File: src/rtl/ebcPkg.sv
package ebcPkg;
  localparam int MUX_CMD_PHASES   = 3;
  localparam int DEMUX_CMD_PHASES = 2;

  typedef enum logic [2:0] {
    ST_IDLE, ST_ALE, ST_AHOLD, ST_CMD, ST_RDY, ST_TAIL, ST_HELD
  } ebcState_e;

  typedef struct packed {
    logic load;        // latch the request
    logic addrOnData;  // drive address on data lines
    logic cmd;         // command strobe window
    logic drvWdata;    // write data window
    logic capture;     // capture read data
    logic cycle;       // bus cycle in progress
    logic released;    // bus handed to external master
  } ebcStrobe_t;
endpackage

File: src/rtl/ebcCtrl.sv
module ebcCtrl
  import ebcPkg::*;
#(
  parameter int WAIT_W = 4,
  localparam int CNT_W = WAIT_W + 2
) (
  input  logic              clk,
  input  logic              rstN,
  input  logic              reqValid,
  input  logic              cfgMux,
  input  logic              cfgExtAle,
  input  logic              cfgRwDelay,
  input  logic [WAIT_W-1:0] cfgWait,
  input  logic              cfgReadyEn,
  input  logic              cfgReadyAsync,
  input  logic              busReadyN,
  input  logic              busHoldN,
  output ebcStrobe_t        strobe,
  output logic              reqAck,
  output logic              busAle,
  output logic              busHldaN,
  output logic              busBreqN
);
  ebcState_e state;
  logic [CNT_W-1:0] cnt, cmdLenQ, cmdLenIn;
  logic muxQ, delayQ, rdyEnQ, asyncQ;
  logic [1:0] rdySync;
  logic cmdDone, leaveCmd, firstCmd;

  assign cmdLenIn = CNT_W'(cfgMux ? MUX_CMD_PHASES : DEMUX_CMD_PHASES) + CNT_W'(cfgWait);
  assign cmdDone  = (state == ST_CMD) && (cnt == '0);
  assign leaveCmd = (cmdDone && (!rdyEnQ || (!asyncQ && !busReadyN)))
                 || ((state == ST_RDY) && rdySync[1]);
  assign firstCmd = (state == ST_CMD) && (cnt == cmdLenQ - CNT_W'(1));

  always_ff @(posedge clk or negedge rstN) begin
    if (!rstN) begin
      state   <= ST_IDLE;
      cnt     <= '0;
      cmdLenQ <= CNT_W'(DEMUX_CMD_PHASES);
      muxQ    <= 1'b0;
      delayQ  <= 1'b0;
      rdyEnQ  <= 1'b0;
      asyncQ  <= 1'b0;
      rdySync <= '0;
    end else begin
      rdySync <= {rdySync[0], !busReadyN};
      case (state)
        ST_IDLE: begin
          if (!busHoldN) begin
            state <= ST_HELD;
          end else if (reqValid) begin
            state   <= ST_ALE;
            cnt     <= CNT_W'(cfgExtAle);
            cmdLenQ <= cmdLenIn;
            muxQ    <= cfgMux;
            delayQ  <= cfgRwDelay;
            rdyEnQ  <= cfgReadyEn;
            asyncQ  <= cfgReadyAsync;
          end
        end
        ST_ALE: begin
          if (cnt == '0) begin
            state <= muxQ ? ST_AHOLD : ST_CMD;
            cnt   <= cmdLenQ - CNT_W'(1);
          end else begin
            cnt <= cnt - CNT_W'(1);
          end
        end
        ST_AHOLD: state <= ST_CMD;
        ST_CMD: begin
          if (cnt != '0)   cnt <= cnt - CNT_W'(1);
          else if (leaveCmd) state <= ST_TAIL;
          else if (rdyEnQ && asyncQ) state <= ST_RDY;
        end
        ST_RDY:  if (rdySync[1]) state <= ST_TAIL;
        ST_TAIL: state <= ST_IDLE;
        ST_HELD: if (busHoldN) state <= ST_IDLE;
        default: state <= ST_IDLE;
      endcase
    end
  end

  always_comb begin
    strobe.load       = (state == ST_IDLE) && busHoldN && reqValid;
    strobe.addrOnData = (state == ST_ALE) && muxQ;
    strobe.cmd        = ((state == ST_CMD) && !(delayQ && firstCmd)) || (state == ST_RDY);
    strobe.drvWdata   = (state == ST_CMD) || (state == ST_RDY) || (state == ST_TAIL);
    strobe.capture    = leaveCmd;
    strobe.cycle      = (state != ST_IDLE) && (state != ST_HELD);
    strobe.released   = (state == ST_HELD);
  end

  assign reqAck   = (state == ST_TAIL);
  assign busAle   = (state == ST_ALE);
  assign busHldaN = (state != ST_HELD);
  assign busBreqN = !((state == ST_HELD) && reqValid);
endmodule

File: src/rtl/ebcDatapath.sv
module ebcDatapath
  import ebcPkg::*;
#(
  parameter int ADDR_W = 24,
  parameter int DATA_W = 16,
  localparam int BE_W = DATA_W / 8
) (
  input  logic              clk,
  input  logic              rstN,
  input  ebcStrobe_t        strobe,
  input  logic              reqWrite,
  input  logic [ADDR_W-1:0] reqAddr,
  input  logic [BE_W-1:0]   reqBe,
  input  logic [DATA_W-1:0] reqWdata,
  input  logic [ADDR_W-1:0] csBase,
  input  logic [ADDR_W-1:0] csMask,
  input  logic [DATA_W-1:0] busDataIn,
  output logic [DATA_W-1:0] rspRdata,
  output logic              busRdN,
  output logic [BE_W-1:0]   busWrN,
  output logic              busBheN,
  output logic              busCsN,
  output logic              busRdCsN,
  output logic              busWrCsN,
  output logic [ADDR_W-1:0] busAddr,
  output logic              busAddrOe,
  output logic [DATA_W-1:0] busDataOut,
  output logic              busDataOe,
  output logic              busCtrlOe
);
  logic [ADDR_W-1:0] addrQ;
  logic [DATA_W-1:0] wdataQ;
  logic [BE_W-1:0]   beQ;
  logic              writeQ, hitQ;

  always_ff @(posedge clk or negedge rstN) begin
    if (!rstN) begin
      addrQ    <= '0;
      wdataQ   <= '0;
      beQ      <= '0;
      writeQ   <= 1'b0;
      hitQ     <= 1'b0;
      rspRdata <= '0;
    end else begin
      if (strobe.load) begin
        addrQ  <= reqAddr;
        wdataQ <= reqWdata;
        beQ    <= reqBe;
        writeQ <= reqWrite;
        hitQ   <= ((reqAddr & csMask) == csBase);
      end
      if (strobe.capture && !writeQ) rspRdata <= busDataIn;
    end
  end

  for (genvar lane = 0; lane < BE_W; lane++) begin : gLane
    assign busWrN[lane] = !(strobe.cmd && writeQ && beQ[lane]);
  end

  assign busRdN     = !(strobe.cmd && !writeQ);
  assign busBheN    = !(strobe.cycle && beQ[BE_W-1]);
  assign busCsN     = !(strobe.cycle && hitQ);
  assign busRdCsN   = !(strobe.cmd && !writeQ && hitQ);
  assign busWrCsN   = !(strobe.cmd && writeQ && hitQ);
  assign busAddr    = addrQ;
  assign busAddrOe  = !strobe.released;
  assign busCtrlOe  = !strobe.released;
  assign busDataOut = strobe.addrOnData ? addrQ[DATA_W-1:0] : wdataQ;
  assign busDataOe  = strobe.addrOnData || (writeQ && strobe.drvWdata);
endmodule

File: src/rtl/extBusCtrl.sv
module extBusCtrl
  import ebcPkg::*;
#(
  parameter int ADDR_W = 24,
  parameter int DATA_W = 16,
  parameter int WAIT_W = 4,
  localparam int BE_W = DATA_W / 8
) (
  input  logic              clk,
  input  logic              rstN,
  input  logic              cfgMux,
  input  logic              cfgExtAle,
  input  logic              cfgRwDelay,
  input  logic [WAIT_W-1:0] cfgWait,
  input  logic              cfgReadyEn,
  input  logic              cfgReadyAsync,
  input  logic [ADDR_W-1:0] csBase,
  input  logic [ADDR_W-1:0] csMask,
  input  logic              reqValid,
  input  logic              reqWrite,
  input  logic [ADDR_W-1:0] reqAddr,
  input  logic [BE_W-1:0]   reqBe,
  input  logic [DATA_W-1:0] reqWdata,
  output logic              reqAck,
  output logic [DATA_W-1:0] rspRdata,
  output logic              busAle,
  output logic              busRdN,
  output logic [BE_W-1:0]   busWrN,
  output logic              busBheN,
  output logic              busCsN,
  output logic              busRdCsN,
  output logic              busWrCsN,
  output logic [ADDR_W-1:0] busAddr,
  output logic              busAddrOe,
  output logic [DATA_W-1:0] busDataOut,
  output logic              busDataOe,
  input  logic [DATA_W-1:0] busDataIn,
  output logic              busCtrlOe,
  input  logic              busReadyN,
  input  logic              busHoldN,
  output logic              busHldaN,
  output logic              busBreqN
);
  ebcStrobe_t strobe;

  ebcCtrl #(.WAIT_W(WAIT_W)) uCtrl (
    .clk(clk), .rstN(rstN), .reqValid(reqValid),
    .cfgMux(cfgMux), .cfgExtAle(cfgExtAle), .cfgRwDelay(cfgRwDelay),
    .cfgWait(cfgWait), .cfgReadyEn(cfgReadyEn), .cfgReadyAsync(cfgReadyAsync),
    .busReadyN(busReadyN), .busHoldN(busHoldN), .strobe(strobe),
    .reqAck(reqAck), .busAle(busAle), .busHldaN(busHldaN), .busBreqN(busBreqN)
  );

  ebcDatapath #(.ADDR_W(ADDR_W), .DATA_W(DATA_W)) uData (
    .clk(clk), .rstN(rstN), .strobe(strobe), .reqWrite(reqWrite),
    .reqAddr(reqAddr), .reqBe(reqBe), .reqWdata(reqWdata),
    .csBase(csBase), .csMask(csMask), .busDataIn(busDataIn),
    .rspRdata(rspRdata), .busRdN(busRdN), .busWrN(busWrN), .busBheN(busBheN),
    .busCsN(busCsN), .busRdCsN(busRdCsN), .busWrCsN(busWrCsN),
    .busAddr(busAddr), .busAddrOe(busAddrOe), .busDataOut(busDataOut),
    .busDataOe(busDataOe), .busCtrlOe(busCtrlOe)
  );
endmodule

File: config.mk
export PLATFORM = sky130hd
export DESIGN_NAME = extBusCtrl
export DESIGN_NICKNAME = d
export VERILOG_FILES = /design/src/rtl/ebcPkg.sv /design/src/rtl/ebcCtrl.sv /design/src/rtl/ebcDatapath.sv /design/src/rtl/extBusCtrl.sv
export SDC_FILE = /design/constraint.sdc
export NUM_CORES = 1
export LEC_CHECK = 0
export BUFFER_PORTS_ARGS = -buffer_cell sky130_fd_sc_hd__buf_4
export CORE_MARGIN = 3
export CORE_UTILIZATION = 48
export DETAILED_ROUTE_END_ITERATION = 8
export PLACE_DENSITY = 0.81
export SETUP_SLACK_MARGIN = 0.5
export SYNTH_ARGS = -nofsm -noshare
export SYNTH_HDL_FRONTEND = slang
export SYNTH_SLANG_ARGS = --single-unit
File: constraint.sdc
create_clock -name clk -period 2.7 [get_ports clk]
set_input_delay 0 -clock clk [delete_from_list [all_inputs] [get_ports clk]]
set_output_delay 0 -clock clk [all_outputs]
set_load 0.01 [all_outputs]
After elaboration in Yosys (flattened, before gate mapping)
Index checks and enable logic that the tools add are counted.
{"block": "word_totals", "elab_cells": 104, "n_memories": 0, "latchBits": 0, "register_bits": 81, "romBits": 0, "output_inout_bits": 70, "ramBits": 0}
{"block": "classes", "magnitude_cmp": 0, "n_mux": 17, "bitwise_logic": 1, "shift": 0, "div": 0, "addsub": 3, "n_eq_ne": 18, "n_reduce_logical": 51, "mul": 0}
{"operator": "bitwise AND 24 bit", "n": 1}
{"operator": "equality test 24 bit", "n": 1}
{"operator": "two-way mux 3 bit", "n": 8}
{"operator": "two-way mux 6 bit", "n": 4}
{"operator": "logical AND 1 bit", "n": 23}
{"operator": "case mux 3 bit (6 select lines)", "n": 1}
{"operator": "case mux 6 bit (3 select lines)", "n": 1}
{"operator": "two-way mux 16 bit", "n": 1}
{"operator": "zero test 1 bit", "n": 14}
{"operator": "subtractor 6 x 1 -> 6 bit, second input constant", "n": 2}
{"operator": "inequality test 2 bit, second input constant", "n": 5}
{"operator": "equality test 3 bit, second input constant", "n": 3}
{"operator": "adder 6 x 4 -> 6 bit", "n": 1}
{"operator": "equality test 3 x 2 -> 1 bit, second input constant", "n": 2}
{"operator": "equality test 6 bit", "n": 1}
{"operator": "zero test 6 bit", "n": 1}
{"operator": "logical OR 1 bit", "n": 6}
{"operator": "inequality test 3 bit, second input constant", "n": 2}
{"operator": "AND reduction 6 bit", "n": 1}
{"operator": "nonzero test 3 bit", "n": 2}
{"operator": "nonzero test 6 bit", "n": 1}
{"operator": "inequality test 2 x 1 -> 1 bit, second input constant", "n": 2}
{"operator": "AND reduction 4 bit", "n": 1}
{"operator": "equality test 3 x 1 -> 1 bit, second input constant", "n": 1}
{"operator": "4 further kinds", "n": 5}

Longest topological paths before layout
Gate-level depths: netlist (run 1).
{"block": "logic_depth", "ltp_word": 10, "mapped_depth": 8, "depth_no_buf": 7}

By module
Synthesis (run 1) repeated with hierarchy kept, for this count alone.
{"block": "hier_totals", "cells_unflattened": 374, "area_unflattened_um2": 4262.8}
{"module": "ebcDatapath", "instances": 1, "area_per_inst_um2": 2831.5, "seq_area_each_um2": 1501.4, "cells_each": 214}
{"module": "ebcCtrl", "instances": 1, "area_per_inst_um2": 1431.4, "seq_area_each_um2": 501.7, "cells_each": 160}

Worst setup path before layout (run 1)
OpenSTA, ideal clock, no wires.
{"block": "synth_path", "kind": "register -> register", "start": "register uCtrl.cnt[2]", "end": "register uData.rspRdata[10]", "synth_period_minus_slack_ps": 1963, "required_ps": 2575, "arrival_time_ps": 1838, "slack_ps": 737, "stages_incl_launch_ff": 8, "n_path_buf": 2, "cell_sequence": "dfrtp_1 buf_6 or3_4 nor2_4 nand4_4 a21oi_4 buf_12 mux2_4"}
{"block": "synth_via", "elab_chain_len": 5}
{"item": "from (decl)", "line_no": "ebcCtrl.sv:25", "source": "logic [CNT_W-1:0] cnt, cmdLenQ, cmdLenIn;"}
{"item": "from (signal assigned)", "line_no": "ebcCtrl.sv:54", "source": "cnt <= CNT_W'(cfgExtAle);"}
{"item": "from (signal assigned)", "line_no": "ebcCtrl.sv:65", "source": "cnt <= cmdLenQ - CNT_W'(1);"}
{"item": "from (signal assigned)", "line_no": "ebcCtrl.sv:67", "source": "cnt <= cnt - CNT_W'(1);"}
{"item": "zero test 6 bit", "line_no": "ebcCtrl.sv:31", "source": "assign cmdDone = (state == ST_CMD) && (cnt == '0);"}
{"item": "logical AND 1 bit", "line_no": "ebcCtrl.sv:31"}
{"item": "logical AND 1 bit", "line_no": "ebcCtrl.sv:32", "source": "assign leaveCmd = (cmdDone && (!rdyEnQ || (!asyncQ && !busReadyN)))"}
{"item": "logical OR 1 bit", "line_no": "ebcCtrl.sv:33", "source": "|| ((state == ST_RDY) && rdySync[1]);"}
{"item": "logical AND 1 bit", "line_no": "ebcDatapath.sv:52", "source": "if (strobe.capture && !writeQ) rspRdata <= busDataIn;"}
{"item": "to (signal assigned)", "line_no": "ebcDatapath.sv:52"}
{"item": "to (decl)", "line_no": "ebcDatapath.sv:18", "source": "output logic [DATA_W-1:0] rspRdata,"}
Every way passes these cells.
A chain may end at the register's enable or synchronous reset.

Worst setup path after layout (run 1)
{"block": "layout_path", "start": "register uCtrl.cmdLenQ[2]", "end": "output port busRdCsN"}
{"block": "layout_via", "elab_chain_len": 10}
{"item": "from (decl)", "line_no": "ebcCtrl.sv:25"}
{"item": "from (signal assigned)", "line_no": "ebcCtrl.sv:40", "source": "cmdLenQ <= CNT_W'(DEMUX_CMD_PHASES);"}
{"item": "from (signal assigned)", "line_no": "ebcCtrl.sv:55", "source": "cmdLenQ <= cmdLenIn;"}
{"item": "subtractor 6 x 1 -> 6 bit", "line_no": "ebcCtrl.sv:34", "source": "assign firstCmd = (state == ST_CMD) && (cnt == cmdLenQ - CNT_W'(1));"}
{"item": "equality test 6 bit", "line_no": "ebcCtrl.sv:34"}
{"item": "logical AND 1 bit", "line_no": "ebcCtrl.sv:34"}
{"item": "logical AND 1 bit", "line_no": "ebcCtrl.sv:87", "source": "strobe.cmd = ((state == ST_CMD) && !(delayQ && firstCmd)) || (state == ST_RDY);"}
{"item": "zero test 1 bit", "line_no": "ebcCtrl.sv:87"}
{"item": "logical AND 1 bit", "line_no": "ebcCtrl.sv:87"}
{"item": "logical OR 1 bit", "line_no": "ebcCtrl.sv:87"}
{"item": "logical AND 1 bit (2 in series)", "line_no": "ebcDatapath.sv:63", "source": "assign busRdCsN = !(strobe.cmd && !writeQ && hitQ);"}
{"item": "zero test 1 bit", "line_no": "ebcDatapath.sv:63"}
{"item": "to (decl)", "line_no": "extBusCtrl.sv:31", "source": "output logic busRdCsN,"}
Every way passes these cells.

==> flow_summary.json, run 1 <==
{
  "fp.dieArea_um2": 10000,
  "power.static_leakage_nw": 3.14,
  "leading_area_contributor_after_synthesis": "sky130_fd_sc_hd__dfrtp_1",
  "run_status": "finished, final reports clean",
  "arrival_time_at_the_worst_endpoint_ns": 2.12,
  "number_of_global_route_vias_before_repair": 4289,
  "yosys_register_bits": 80,
  "tritoncts": "built",
  "place.gp.congestion": 0.871,
  "worstSetupEndpointType": "output port",
  "cpLargestDelayFamily": "simple AND/OR/NAND/NOR gates",
  "critical_path.startpoint_type": "register",
  "cell_with_the_most_instances_after_synthesis": "sky130_fd_sc_hd__dfrtp_1",
  "worstHoldPathType": "in2reg",
  "track_usage": 0.267,
  "cts_made_buffers": 9,
  "count_of_buffers_inserted_at_the_top_level_ports": 190,
  "netlist_area_um2": 4260,
  "async_flop_share": 1.00,
  "final_max_slew_viol_count": 0,
  "floorplan.die.height_um": 100,
  "total_design_power_w": 0.00665,
  "final.min_clock_period_ns": 2.12,
  "top_post_synthesis_cells_by_area": "sky130_fd_sc_hd__dfrtp_1, sky130_fd_sc_hd__mux2_2, sky130_fd_sc_hd__xnor2_1",
  "whs_path_depth": 4,
  "wl_per_cell_um": 17.7,
  "clk_pin_slew_ns": 0.08,
  "cp_max_fo": 5,
  "setup-violations-final": 0,
  "worst_pin_slew_ns": 1.01,
  "synth_edf_count": 0,
  "cp.depth": 6,
  "clock-sinks": 80,
  "most_used_standard_cells_in_the_synthesized_netlist": "sky130_fd_sc_hd__dfrtp_1, sky130_fd_sc_hd__mux2_2, sky130_fd_sc_hd__nand2_1, sky130_fd_sc_hd__xnor2_1, sky130_fd_sc_hd__o21ai_0",
  "irDropWorstVdd_v": 0.000569,
  "critical_path_required_ns": 2.70,
  "unrepaired_setup_endpoints_after_global_routing": "yes",
  "n_fill_cell": 487,
  "grt_start_max_net_pins": 81,
  "ios": 191,
  "drc": 0,
  "final-hold-violation-count": 0,
  "std_cell_rows": 33,
  "yosys.area.top_type_share": 0.464,
  "clockRootBuffer": "sky130_fd_sc_hd__clkbuf_8",
  "detailedRoute.firstPassIterationCount": 4,
  "drt-initial-drc-count": 154,
  "setup_tns_ns": 0,
  "yosys_warnings": 0,
  "cts-root-to-sink-buffers": 2,
  "max_freq_ghz": 0.473,
  "place.detailed.hpwl_um": 8750,
  "dr_total_vias": 3917,
  "setup.worst_path.class": "reg2out",
  "timing.critical_path.cells": "nor3_4 > nor3b_4 > xnor2_1 > a22oi_2 > nand3b_1 > buf_6",
  "powerDensity_nw_per_um2": 978,
  "cpMaxStageDelayCell": "sky130_fd_sc_hd__dfrtp_1",
  "clock_insertion_delay_worst_skew_ns": 0.35,
  "nNetsFinal": 757,
  "grt_first_pass_wirelength_um": 21100,
  "path_buf_inv": 1,
  "vias_per_cell": 5.27,
  "syn_avg_cell_area_um2": 11.8,
  "setup_slack_of_the_most_critical_reg_to_reg_path_ns": 0.60,
  "die-width_um": 100,
  "yosys_most_used_dff": "sky130_fd_sc_hd__dfrtp_1",
  "layout-drive-gt1-share": 0.516,
  "syn-instance-count": 362,
  "cap_viol_max_count": 0,
  "worst_clock_skew_ns": 0.0139,
  "synth_fp_nets": 488,
  "initial_core_util": 0.505,
  "synth_sequential_area_ratio": 0.470,
  "areaGrowthSynthToFinish_pct": 59.8,
  "slowest_delay_ns": 0.49,
  "core_ar_um2": 8420,
  "number_of_antenna_violations_at_the_first_check_in_global_routing": 1,
  "slew_headroom": 0.324,
  "htree_num_levels": 3,
  "synth_cell_type_count": 53,
  "grt-ovfl-total": 0,
  "drt_wl_total_um": 13200,
  "layout_worst_path_cycle_share": 0.784,
  "r2r_worst_path_depth": 8,
  "postRouteAntennaNets": 0
}
per-stage QoR:
stage | hold slack (ns) | setup WS, ns | cell area, um2 | cells | utilization
floorplan | -0.296 | 0.737 | 4260 | 362 | -
global placement | 0.162 | 0.544 | 5770 | 648 | 0.686
detailed placement | 0.162 | 0.436 | 5770 | 648 | 0.686
CTS | 0.0128 | 0.505 | 6730 | 738 | 0.799
global route | 0.0232 | 0.414 | 6800 | 742 | 0.808
finish | 0.0238 | 0.584 | 6810 | 743 | 0.808
sequential cells by signal, summed over array words and instances (netlist names):
| name | flops |
|---|---|
| uCtrl.asyncQ | 1 |
| uCtrl.cmdLenQ | 5 |
| uCtrl.cnt | 6 |
| uCtrl.delayQ | 1 |
| uCtrl.muxQ | 1 |
| uCtrl.rdyEnQ | 1 |
| uCtrl.rdySync | 2 |
| uCtrl.state | 3 |
| uData.beQ | 2 |
| uData.busAddr | 24 |
| uData.hitQ | 1 |
| uData.rspRdata | 16 |
| uData.wdataQ | 16 |
| uData.writeQ | 1 |
kinds of logic (layout without fill, tap and decap cells):
kind of cell    Yosys count  after routing  synth area share
other cells               0              2                 0
simple gates             87             87             0.109
buf+inv                  27            301            0.0326
flops                    80             80             0.470
fa+ha+maj                 6              6            0.0170
xor+xnor                 38             38            0.0782
mux                      82             82             0.225
compound gates           42             42            0.0676
timing repair:
action                                  4_1_cts  5_1_grt
endpoints found under the setup margin       37       40
resized for setup                            12       14
buffers inserted                              4        3
hold buffers                                 70        0
hold endpoints to repair                    148        0
pin swaps                                     2        3
final cells by class:
class	count	area (um2)	share of cell area
antenna	2	5.00	0.000735
clock buffer	10	128	0.0188
clock inverter	6	43.8	0.00644
inverter	10	41.3	0.00607
multi-input combinational	255	2190	0.322
sequential	80	2010	0.295
tap	105	131	0.0193
timing repair buffer	275	2250	0.331
per-layer routing:
metal / wire [um] / vias to the layer above / global-route usage
met5: 0 / - / 0
met4: 317 / 0 / 0.0912
met3: 976 / 27 / 0.0744
met2: 6740 / 175 / 0.466
met1: 5130 / 1887 / 0.316
li1: - / 1828 / -
where the power goes:
| part | total (W) | switching (W) | internal [W] |
|---|---|---|---|
| sequential | 0.00231 | 0.000537 | 0.00178 |
| combinational | 0.00355 | 0.00154 | 0.00201 |
| clock | 0.000788 | 0.000451 | 0.000337 |
worst register-to-register path, stage by stage (launching register included):
cell                       delay, ns
sky130_fd_sc_hd__dfrtp_1        0.46
sky130_fd_sc_hd__inv_1          0.15
sky130_fd_sc_hd__ha_1           0.21
sky130_fd_sc_hd__nand2b_1       0.16
sky130_fd_sc_hd__nor2_4         0.16
sky130_fd_sc_hd__nand4_4        0.13
sky130_fd_sc_hd__a21oi_4        0.16
sky130_fd_sc_hd__buf_8          0.21
sky130_fd_sc_hd__mux2_2         0.36
layout by cell type (no fill, tap or decap), types with 3 or more instances in the layout:
cell                            netlist  routed
sky130_fd_sc_hd__mux2_2              70      70
sky130_fd_sc_hd__o21ai_0             14      14
sky130_fd_sc_hd__xnor2_1             31      29
sky130_fd_sc_hd__mux2_4              10      10
sky130_fd_sc_hd__a21oi_1              5       5
sky130_fd_sc_hd__nand4_1              4       4
sky130_fd_sc_hd__o22ai_1              3       3
sky130_fd_sc_hd__dfrtp_2              0       4
sky130_fd_sc_hd__buf_4                2     202
sky130_fd_sc_hd__nor3_1               5       5
sky130_fd_sc_hd__clkbuf_8             0       9
sky130_fd_sc_hd__inv_2                0       3
sky130_fd_sc_hd__nand3_1             11      11
sky130_fd_sc_hd__xor2_1               7       7
sky130_fd_sc_hd__dfrtp_1             79      75
sky130_fd_sc_hd__nor2_1               6       5
sky130_fd_sc_hd__nand2b_1             3       3
sky130_fd_sc_hd__ha_1                 5       4
sky130_fd_sc_hd__nor4_1               7       6
sky130_fd_sc_hd__nand2_1             36      35
sky130_fd_sc_hd__inv_1                9       6
sky130_fd_sc_hd__o31ai_1              3       3
sky130_fd_sc_hd__dlygate4sd3_1        0      70
path summary, 6_finish.rpt:
kind                             startpoint            endpoint
setup / recovery           uCtrl.cmdLenQ[2]            busRdCsN
min in group asynchronous              rstN        uCtrl.cnt[4]
max in group asynchronous              rstN      uCtrl.state[1]
hold reg to reg            uCtrl.rdySync[0]    uCtrl.rdySync[1]
hold / removal                   csBase[17]          uData.hitQ
setup reg to reg               uCtrl.cnt[0]  uData.rspRdata[15]
Note: power is estimated with default switching activity, not from simulation.
==> inputs of run 2 (changes only) <==
==> constraint.sdc (replaced) <==
create_clock -name clk -period 1.95 [get_ports clk]
set_input_delay 0 -clock clk [delete_from_list [all_inputs] [get_ports clk]]
set_output_delay 0 -clock clk [all_outputs]
set_load 0.01 [all_outputs]
==> run 2 against run 1 <==
  * The flow now stops in 5_1_grt
  * Area after synthesis is the same
  * Synthesized cell count is the same
==> flow_summary.json, run 2 <==
{
  "run_status": "did not finish",
  "stop_stage": "5_1_grt",
  "toolErrorMsg": "[ERROR DPL-0033] detailed placement checks failed during check placement.",
  "cts-root-to-sink-buffers": 2,
  "cell_with_the_most_instances_after_synthesis": "sky130_fd_sc_hd__dfrtp_1",
  "ios": 191,
  "yosys_warnings": 0,
  "syn-instance-count": 362,
  "clock-sinks": 80,
  "most_used_standard_cells_in_the_synthesized_netlist": "sky130_fd_sc_hd__dfrtp_1, sky130_fd_sc_hd__mux2_2, sky130_fd_sc_hd__nand2_1, sky130_fd_sc_hd__xnor2_1, sky130_fd_sc_hd__o21ai_0",
  "synth_cell_type_count": 53,
  "placement.cell_area_um2": 6040,
  "cts_made_buffers": 9,
  "worst_path_end_type": "primary output",
  "grt_start_max_net_pins": 45,
  "count_of_buffers_inserted_at_the_top_level_ports": 190,
  "floorplan.die.height_um": 100,
  "grt_worst_setup_endpoint": "busRdCsN",
  "yosys_most_used_dff": "sky130_fd_sc_hd__dfrtp_1",
  "initial_core_util": 0.505,
  "top_post_synthesis_cells_by_area": "sky130_fd_sc_hd__dfrtp_1, sky130_fd_sc_hd__mux2_2, sky130_fd_sc_hd__xnor2_1",
  "place.gp.congestion": 0.851,
  "synth_fp_nets": 488,
  "std_cell_rows": 33,
  "netlist_area_um2": 4260,
  "place.detailed.hpwl_um": 9600,
  "leading_area_contributor_after_synthesis": "sky130_fd_sc_hd__dfrtp_1",
  "async_flop_share": 1.00,
  "clockRootBuffer": "sky130_fd_sc_hd__clkbuf_8",
  "synth_edf_count": 0,
  "syn_avg_cell_area_um2": 11.8,
  "number_of_antenna_violations_at_the_first_check_in_global_routing": 0,
  "synth_sequential_area_ratio": 0.470,
  "yosys_register_bits": 80,
  "die-width_um": 100,
  "yosys.area.top_type_share": 0.464,
  "htree_num_levels": 3
}
## run 2: cell counts after synthesis
No cell type changed its count.
## run 2: cell families after synthesis
logic type,after synthesis,synth area share
xor gates and xnor gates,38,0.0782
buffers and inverters,27,0.0326
muxes,82,0.225
AOI/OAI and AO/OA,42,0.0676
adders and majority gates,6,0.0170
and+or+nand+nor,87,0.109
DFF,80,0.470
## run 2: through the flow
| stage | util | hold slack, ns | setup slack [ns] | instances |
|---|---|---|---|---|
| after floorplan | - | -0.296 | 0.0446 | 362 |
| after global placement | 0.717 | 0.0283 | 0.103 | 664 |
| after detailed placement | 0.717 | 0.0254 | 0.0493 | 664 |
| after CTS | 0.950 | 0.000710 | -0.174 | 788 |
## run 2: timing repair
action                     in CTS
buffers inserted               35
gates resized for setup       164
setup endpoints to repair      98
pin swaps                      32
cloned                          6
hold buffers                   68
hold endpoints to repair      109
==> inputs of run 3 (changes only) <==
--- a/config.mk
+++ b/config.mk
@@ -7,10 +7,9 @@
 export LEC_CHECK = 0
 export BUFFER_PORTS_ARGS = -buffer_cell sky130_fd_sc_hd__buf_4
 export CORE_MARGIN = 3
-export CORE_UTILIZATION = 48
+export CORE_UTILIZATION = 40
 export DETAILED_ROUTE_END_ITERATION = 8
-export PLACE_DENSITY = 0.81
-export SETUP_SLACK_MARGIN = 0.5
+export PLACE_DENSITY_LB_ADDON = 0.15
 export SYNTH_ARGS = -nofsm -noshare
 export SYNTH_HDL_FRONTEND = slang
 export SYNTH_SLANG_ARGS = --single-unit
==> run 3 against run 2 <==
  * The flow now finishes, with violations (setup timing)
==> flow_summary.json, run 3 (synthesis results as in run 1) <==
{
  "clock-sinks": 80,
  "cap_viol_max_count": 0,
  "n_fill_cell": 707,
  "holdWs_ns": 0.0496,
  "layout_common_cells": "sky130_fd_sc_hd__buf_4, sky130_fd_sc_hd__dfrtp_1, sky130_fd_sc_hd__dlygate4sd3_1",
  "post-route-cell-area_um2": 7370,
  "critical_path.startpoint_type": "register",
  "final.min_clock_period_ns": 2.13,
  "irDropWorstVdd_v": 0.000674,
  "multi_input_comb_area_um2": 2310,
  "core_ar_um2": 10300,
  "area.sequential_um2": 2010,
  "worst_pin_slew_ns": 0.530,
  "violations_in_the_final_reports": "setup timing",
  "tritoncts": "built",
  "hold_path.startpoint": "busHoldN",
  "setup.worst_path.class": "reg2out",
  "clk_pin_slew_ns": 0.08,
  "cts_made_buffers": 9,
  "drt_wl_total_um": 13300,
  "setup_ws_ns": -0.179,
  "critical_path_required_ns": 1.95,
  "initial_core_util": 0.412,
  "number_of_antenna_violations_at_the_first_check_in_global_routing": 1,
  "dp_worst_setup_slack_ns": -0.00311,
  "detailedRoute.firstPassIterationCount": 5,
  "power.static_leakage_nw": 3.42,
  "areaGrowthSynthToFinish_pct": 73.1,
  "layout.core_utilization": 0.714,
  "largest_register_ffs": 24,
  "timing.critical_path.cells": "inv_2 > ha_4 > nor3b_4 > xnor2_1 > nor4_2 > a22oi_2 > nand3_1 > buf_4",
  "layout.cells.most_common": "sky130_fd_sc_hd__buf_4",
  "postRouteAntennaNets": 0,
  "path_buf_inv": 2,
  "ios": 191,
  "cp-startpoint": "uCtrl.cmdLenQ[1]",
  "fp.dieArea_um2": 11900,
  "number_of_global_route_vias_before_repair": 4168,
  "final-hold-violation-count": 0,
  "place.gp.congestion": 0.932,
  "grt-ovfl-total": 0,
  "cts-root-to-sink-buffers": 2,
  "slew_headroom": 0.647,
  "unrepaired_setup_endpoints_after_global_routing": "yes",
  "clockRootBuffer": "sky130_fd_sc_hd__clkbuf_8",
  "worstSetupEndpointType": "output port",
  "final_max_slew_viol_count": 0,
  "grt_start_max_net_pins": 43,
  "cpMaxStageDelayCell": "sky130_fd_sc_hd__dfstp_2",
  "cpLargestDelayFamily": "flip-flops",
  "place.detailed.hpwl_um": 9020,
  "wl_per_cell_um": 16.5,
  "setup-violations-final": 5,
  "htree_num_levels": 3,
  "cp_max_fo": 5,
  "drc": 0,
  "worstHoldPathType": "in2reg",
  "worst_clock_skew_ns": 0.00974,
  "slowest_delay_ns": 0.55,
  "layout_worst_path_cycle_share": 1.09,
  "nNetsFinal": 789,
  "drt-initial-drc-count": 160,
  "layout-drive-gt1-share": 0.549,
  "powerDensity_nw_per_um2": 1410,
  "die-width_um": 109,
  "grt_first_pass_wirelength_um": 19900,
  "clock_insertion_delay_worst_skew_ns": 0.34,
  "floorplan.die.height_um": 109,
  "arrival_time_at_the_worst_endpoint_ns": 2.13,
  "run_status": "finished with violations",
  "placement.cell_area_um2": 6030,
  "std_cell_rows": 37,
  "dr_total_vias": 3998,
  "track_usage": 0.216,
  "max_freq_ghz": 0.470,
  "vias_per_cell": 4.97,
  "crit-reg2reg-launch": "uCtrl.state[2]",
  "count_of_buffers_inserted_at_the_top_level_ports": 190
}
run 3: cell type report:
| type | count | share of cell area |
|---|---|---|
| Multi-Input combinational cell | 255 | 0.313 |
| Antenna cell | 1 | 0.000339 |
| Sequential cell | 80 | 0.272 |
| Tap cell | 136 | 0.0231 |
| Inverter | 10 | 0.00543 |
| Clock buffer | 10 | 0.0187 |
| Timing Repair Buffer | 307 | 0.356 |
| Clock inverter | 5 | 0.0110 |
run 3: final timing paths:
check / endpoint / slack, ns / depth (start not counted)
max: busWrN[1] / -0.18 / 8
min: uCtrl.state[2] / 0.05 / 3
max reg2reg: uCtrl.cnt[2] / 0.03 / 8
min reg2reg: uCtrl.rdySync[1] / 0.35 / 0
max in group asynchronous: uCtrl.state[1] / 1.15 / 3
min in group asynchronous: uData.beQ[0] / 0.17 / 2
run 3: metal layers:
metal	global-route usage	routed length (um)
met5	0	0
met4	0.0730	235
met3	0.0557	1080
met2	0.384	6740
met1	0.252	5200
run 3: through the flow:
| stage | setup TNS (ns) | power (W) | instances |
|---|---|---|---|
| final | -0.794 | 0.0104 | 804 |
| after detailed placement | -0.00475 | 0.00797 | 703 |
| after global placement | 0 | 0.00787 | 703 |
| after floorplan | 0 | 0.00566 | 362 |
| after CTS | -0.759 | 0.00979 | 796 |
| after global routing | -2.43 | 0.0110 | 804 |
run 3: report_power, final:
group / switching, W / internal (W) / total (W) / leakage, nW
clock: 0.000601 / 0.000749 / 0.00135 / 0.108
combinational: 0.00244 / 0.00351 / 0.00595 / 2.34
sequential: 0.000625 / 0.00246 / 0.00308 / 0.968
total: 0.00366 / 0.00672 / 0.0104 / 3.42
run 3: what timing repair did:
action	4_1_cts	5_1_grt
hold endpoints to repair	106	0
hold buffers	70	0
cloned	1	1
endpoints found under the setup margin	22	35
gates resized for setup	17	52
pin swaps	6	13
buffers inserted	7	6
run 3: tightest hold or removal path, delay by kind of cell:
kind,cells,cell delay (ns)
buffers and inverters,1,0.12
AOI/OAI and AO/OA,1,0.07
adders and majority gates,1,0.15
==> inputs of run 4 (changes only) <==
--- a/config.mk
+++ b/config.mk
@@ -7,7 +7,7 @@
 export LEC_CHECK = 0
 export BUFFER_PORTS_ARGS = -buffer_cell sky130_fd_sc_hd__buf_4
 export CORE_MARGIN = 3
-export CORE_UTILIZATION = 40
+export CORE_UTILIZATION = 48
 export DETAILED_ROUTE_END_ITERATION = 8
 export PLACE_DENSITY_LB_ADDON = 0.15
 export SYNTH_ARGS = -nofsm -noshare
==> run 4 against run 3 <==
  * The run still ends with setup timing left
  * Die area shrank 16%
  * Worst setup slack gained 0.046 ns
  * Design area down 1.0%
  * Wire length is 16% higher
  * Core utilization increased by 15 points
  * Via count is 4.8% higher
  * Maximum frequency is 2.2% higher
  * Sequential power increased by 1%
  * Cell count is 3.7% lower
  * Critical path type unchanged
==> flow_summary.json, run 4 (synthesis results as in run 1) <==
{
  "place.gp.congestion": 0.883,
  "powerDensity_nw_per_um2": 1450,
  "areaGrowthSynthToFinish_pct": 71.3,
  "clock_insertion_delay_worst_skew_ns": 0.36,
  "place.detailed.hpwl_um": 9430,
  "setup_ws_ns": -0.133,
  "fp.dieArea_um2": 10000,
  "number_of_instances_in_the_placed_design": 667,
  "dr_total_vias": 4191,
  "std_cell_rows": 33,
  "n_fill_cell": 422,
  "nNetsFinal": 789,
  "largest_register_ffs": 24,
  "unrepaired_setup_endpoints_after_global_routing": "yes",
  "grt_start_max_net_pins": 48,
  "tritoncts": "built",
  "cts_made_buffers": 9,
  "number_of_antenna_violations_at_the_first_check_in_global_routing": 1,
  "worst_pin_slew_ns": 0.634,
  "post-route-cell-area_um2": 7300,
  "initial_core_util": 0.505,
  "layout_worst_path_cycle_share": 1.07,
  "critical_path.startpoint_type": "register",
  "p_sw_frac": 0.367,
  "layout-drive-gt1-share": 0.552,
  "cap_viol_max_count": 0,
  "power_switching_w": 0.00388,
  "met2WireLength_um": 8310,
  "slew_headroom": 0.578,
  "setup.worst_path.class": "reg2out",
  "grt-ovfl-total": 0,
  "layout_common_cells": "sky130_fd_sc_hd__buf_4, sky130_fd_sc_hd__dfrtp_1, sky130_fd_sc_hd__dlygate4sd3_1",
  "clk_pin_slew_ns": 0.09,
  "wl_per_cell_um": 19.8,
  "cp_max_fo": 5,
  "floorplan.die.height_um": 100,
  "final-instance-count-excl-fill": 774,
  "setup-violations-final": 13,
  "power.static_leakage_nw": 3.40,
  "drt_wl_total_um": 15400,
  "clockRootBuffer": "sky130_fd_sc_hd__clkbuf_8",
  "share_of_total_power_in_the_clock_network": 0.144,
  "wl_met3_um": 1170,
  "clock-sinks": 80,
  "count_of_buffers_inserted_at_the_top_level_ports": 190,
  "vias_per_cell": 5.41,
  "detailedRoute.firstPassIterationCount": 5,
  "final_max_slew_viol_count": 0,
  "die-width_um": 100,
  "track_usage": 0.294,
  "drc": 0,
  "final-hold-violation-count": 0,
  "placement.cell_area_um2": 5950,
  "routed.top_layer": "met4",
  "drt-initial-drc-count": 180,
  "run_status": "finished with violations",
  "number_of_global_route_vias_before_repair": 4451,
  "arrival_time_at_the_worst_endpoint_ns": 2.08,
  "grt_first_pass_wirelength_um": 22700,
  "worst_clock_skew_ns": 0.0125,
  "cts-root-to-sink-buffers": 2,
  "internal_power_w": 0.00669,
  "violations_in_the_final_reports": "setup timing",
  "share_comb_of_total_power": 0.560,
  "layout.cells.most_common": "sky130_fd_sc_hd__buf_4",
  "max_freq_ghz": 0.480,
  "core_ar_um2": 8420,
  "critical_path_required_ns": 1.95,
  "worstHoldPathType": "in2reg",
  "final.min_clock_period_ns": 2.08,
  "postRouteAntennaNets": 0,
  "htree_num_levels": 3,
  "power.sequential.fraction": 0.295,
  "worstSetupEndpointType": "output port",
  "irDropWorstVdd_v": 0.000780,
  "m1WireLength_um": 5330,
  "ios": 191
}
==> run 4: cell types whose count changed in the layout (fill, tap and decap cells not counted), moves of 2 or more <==
cell                      delta
sky130_fd_sc_hd__buf_4       +9
sky130_fd_sc_hd__inv_6       +2
sky130_fd_sc_hd__mux2_2      +7
sky130_fd_sc_hd__mux2_4      -7
sky130_fd_sc_hd__buf_6       -9
sky130_fd_sc_hd__o21ai_1     -2
==> run 4: through the flow <==
stage / setup TNS [ns] / util / worst slack [ns] / hold WS (ns) / total power [W]
2_1_floorplan: 0 / - / 0.00926 / -0.296 / 0.00566
3_3_place_gp: 0 / 0.707 / 0.0768 / 0.0489 / 0.00781
3_5_place_dp: 0 / 0.707 / 0.0357 / 0.0569 / 0.00792
4_1_cts: -0.644 / 0.841 / -0.137 / 0.00174 / 0.00998
5_1_grt: -2.08 / 0.866 / -0.298 / 0.0139 / 0.0111
6_report: -0.816 / 0.866 / -0.133 / 0.00561 / 0.0106
==> run 4: power groups by stage <==
stage	logic [W]	registers, W	clock network (W)
finish	0.00592	0.00312	0.00152
detailed placement	0.00482	0.00310	0
CTS	0.00539	0.00306	0.00153
global route	0.00631	0.00321	0.00160
floorplan	0.00256	0.00311	0
global placement	0.00474	0.00307	0
==> run 4: final cells by class <==
| cell class | count | area (um2) | share of cell area |
|---|---|---|---|
| clock buffers | 10 | 128 | 0.0175 |
| repair buffers | 307 | 2600 | 0.357 |
| well taps | 105 | 131 | 0.0180 |
| multi-input cells | 255 | 2270 | 0.311 |
| inverters | 10 | 40.0 | 0.00549 |
| diodes | 1 | 2.50 | 0.000343 |
| clock inverters | 6 | 115 | 0.0158 |
| flip-flops and latches | 80 | 2010 | 0.275 |
==> run 4: final timing paths <==
path | cells after the start | end | slack, ns | start
max | 8 | busWrCsN | -0.13 | uCtrl.cmdLenQ[1]
min | 4 | uData.hitQ | 0.006 | csBase[7]
max reg2reg | 6 | uData.rspRdata[14] | 0.04 | uCtrl.cnt[4]
min reg2reg | 0 | uCtrl.rdySync[1] | 0.37 | uCtrl.rdySync[0]
max in group asynchronous | 3 | uCtrl.state[0] | 1.12 | rstN
min in group asynchronous | 2 | uData.rspRdata[3] | 0.21 | rstN
==> run 4: worst max-delay path, cell delays in order (launching register included) <==
cell and delay [ns]:
sky130_fd_sc_hd__dfstp_2 0.55, sky130_fd_sc_hd__inv_2 0.05, sky130_fd_sc_hd__ha_4 0.16, sky130_fd_sc_hd__nor3b_4 0.16, sky130_fd_sc_hd__xnor2_2 0.14, sky130_fd_sc_hd__nor4_2 0.30
sky130_fd_sc_hd__a22oi_2 0.15, sky130_fd_sc_hd__nand3_1 0.11, sky130_fd_sc_hd__buf_4 0.12
==> run 4: timing repair <==
item	in CTS	in global routing
buffers inserted	13	7
cloned	1	1
gates resized for setup	17	38
pin swaps	9	9
endpoints found under the setup margin	21	44
hold buffers	69	0
hold endpoints to repair	113	0
==> run 4: routing by layer <==
layer | vias to the layer above | global-route usage
met3 | 48 | 0.0806
met1 | 2033 | 0.323
met4 | 0 | 0.107
li1 | 1890 | -
met5 | - | 0
met2 | 220 | 0.538
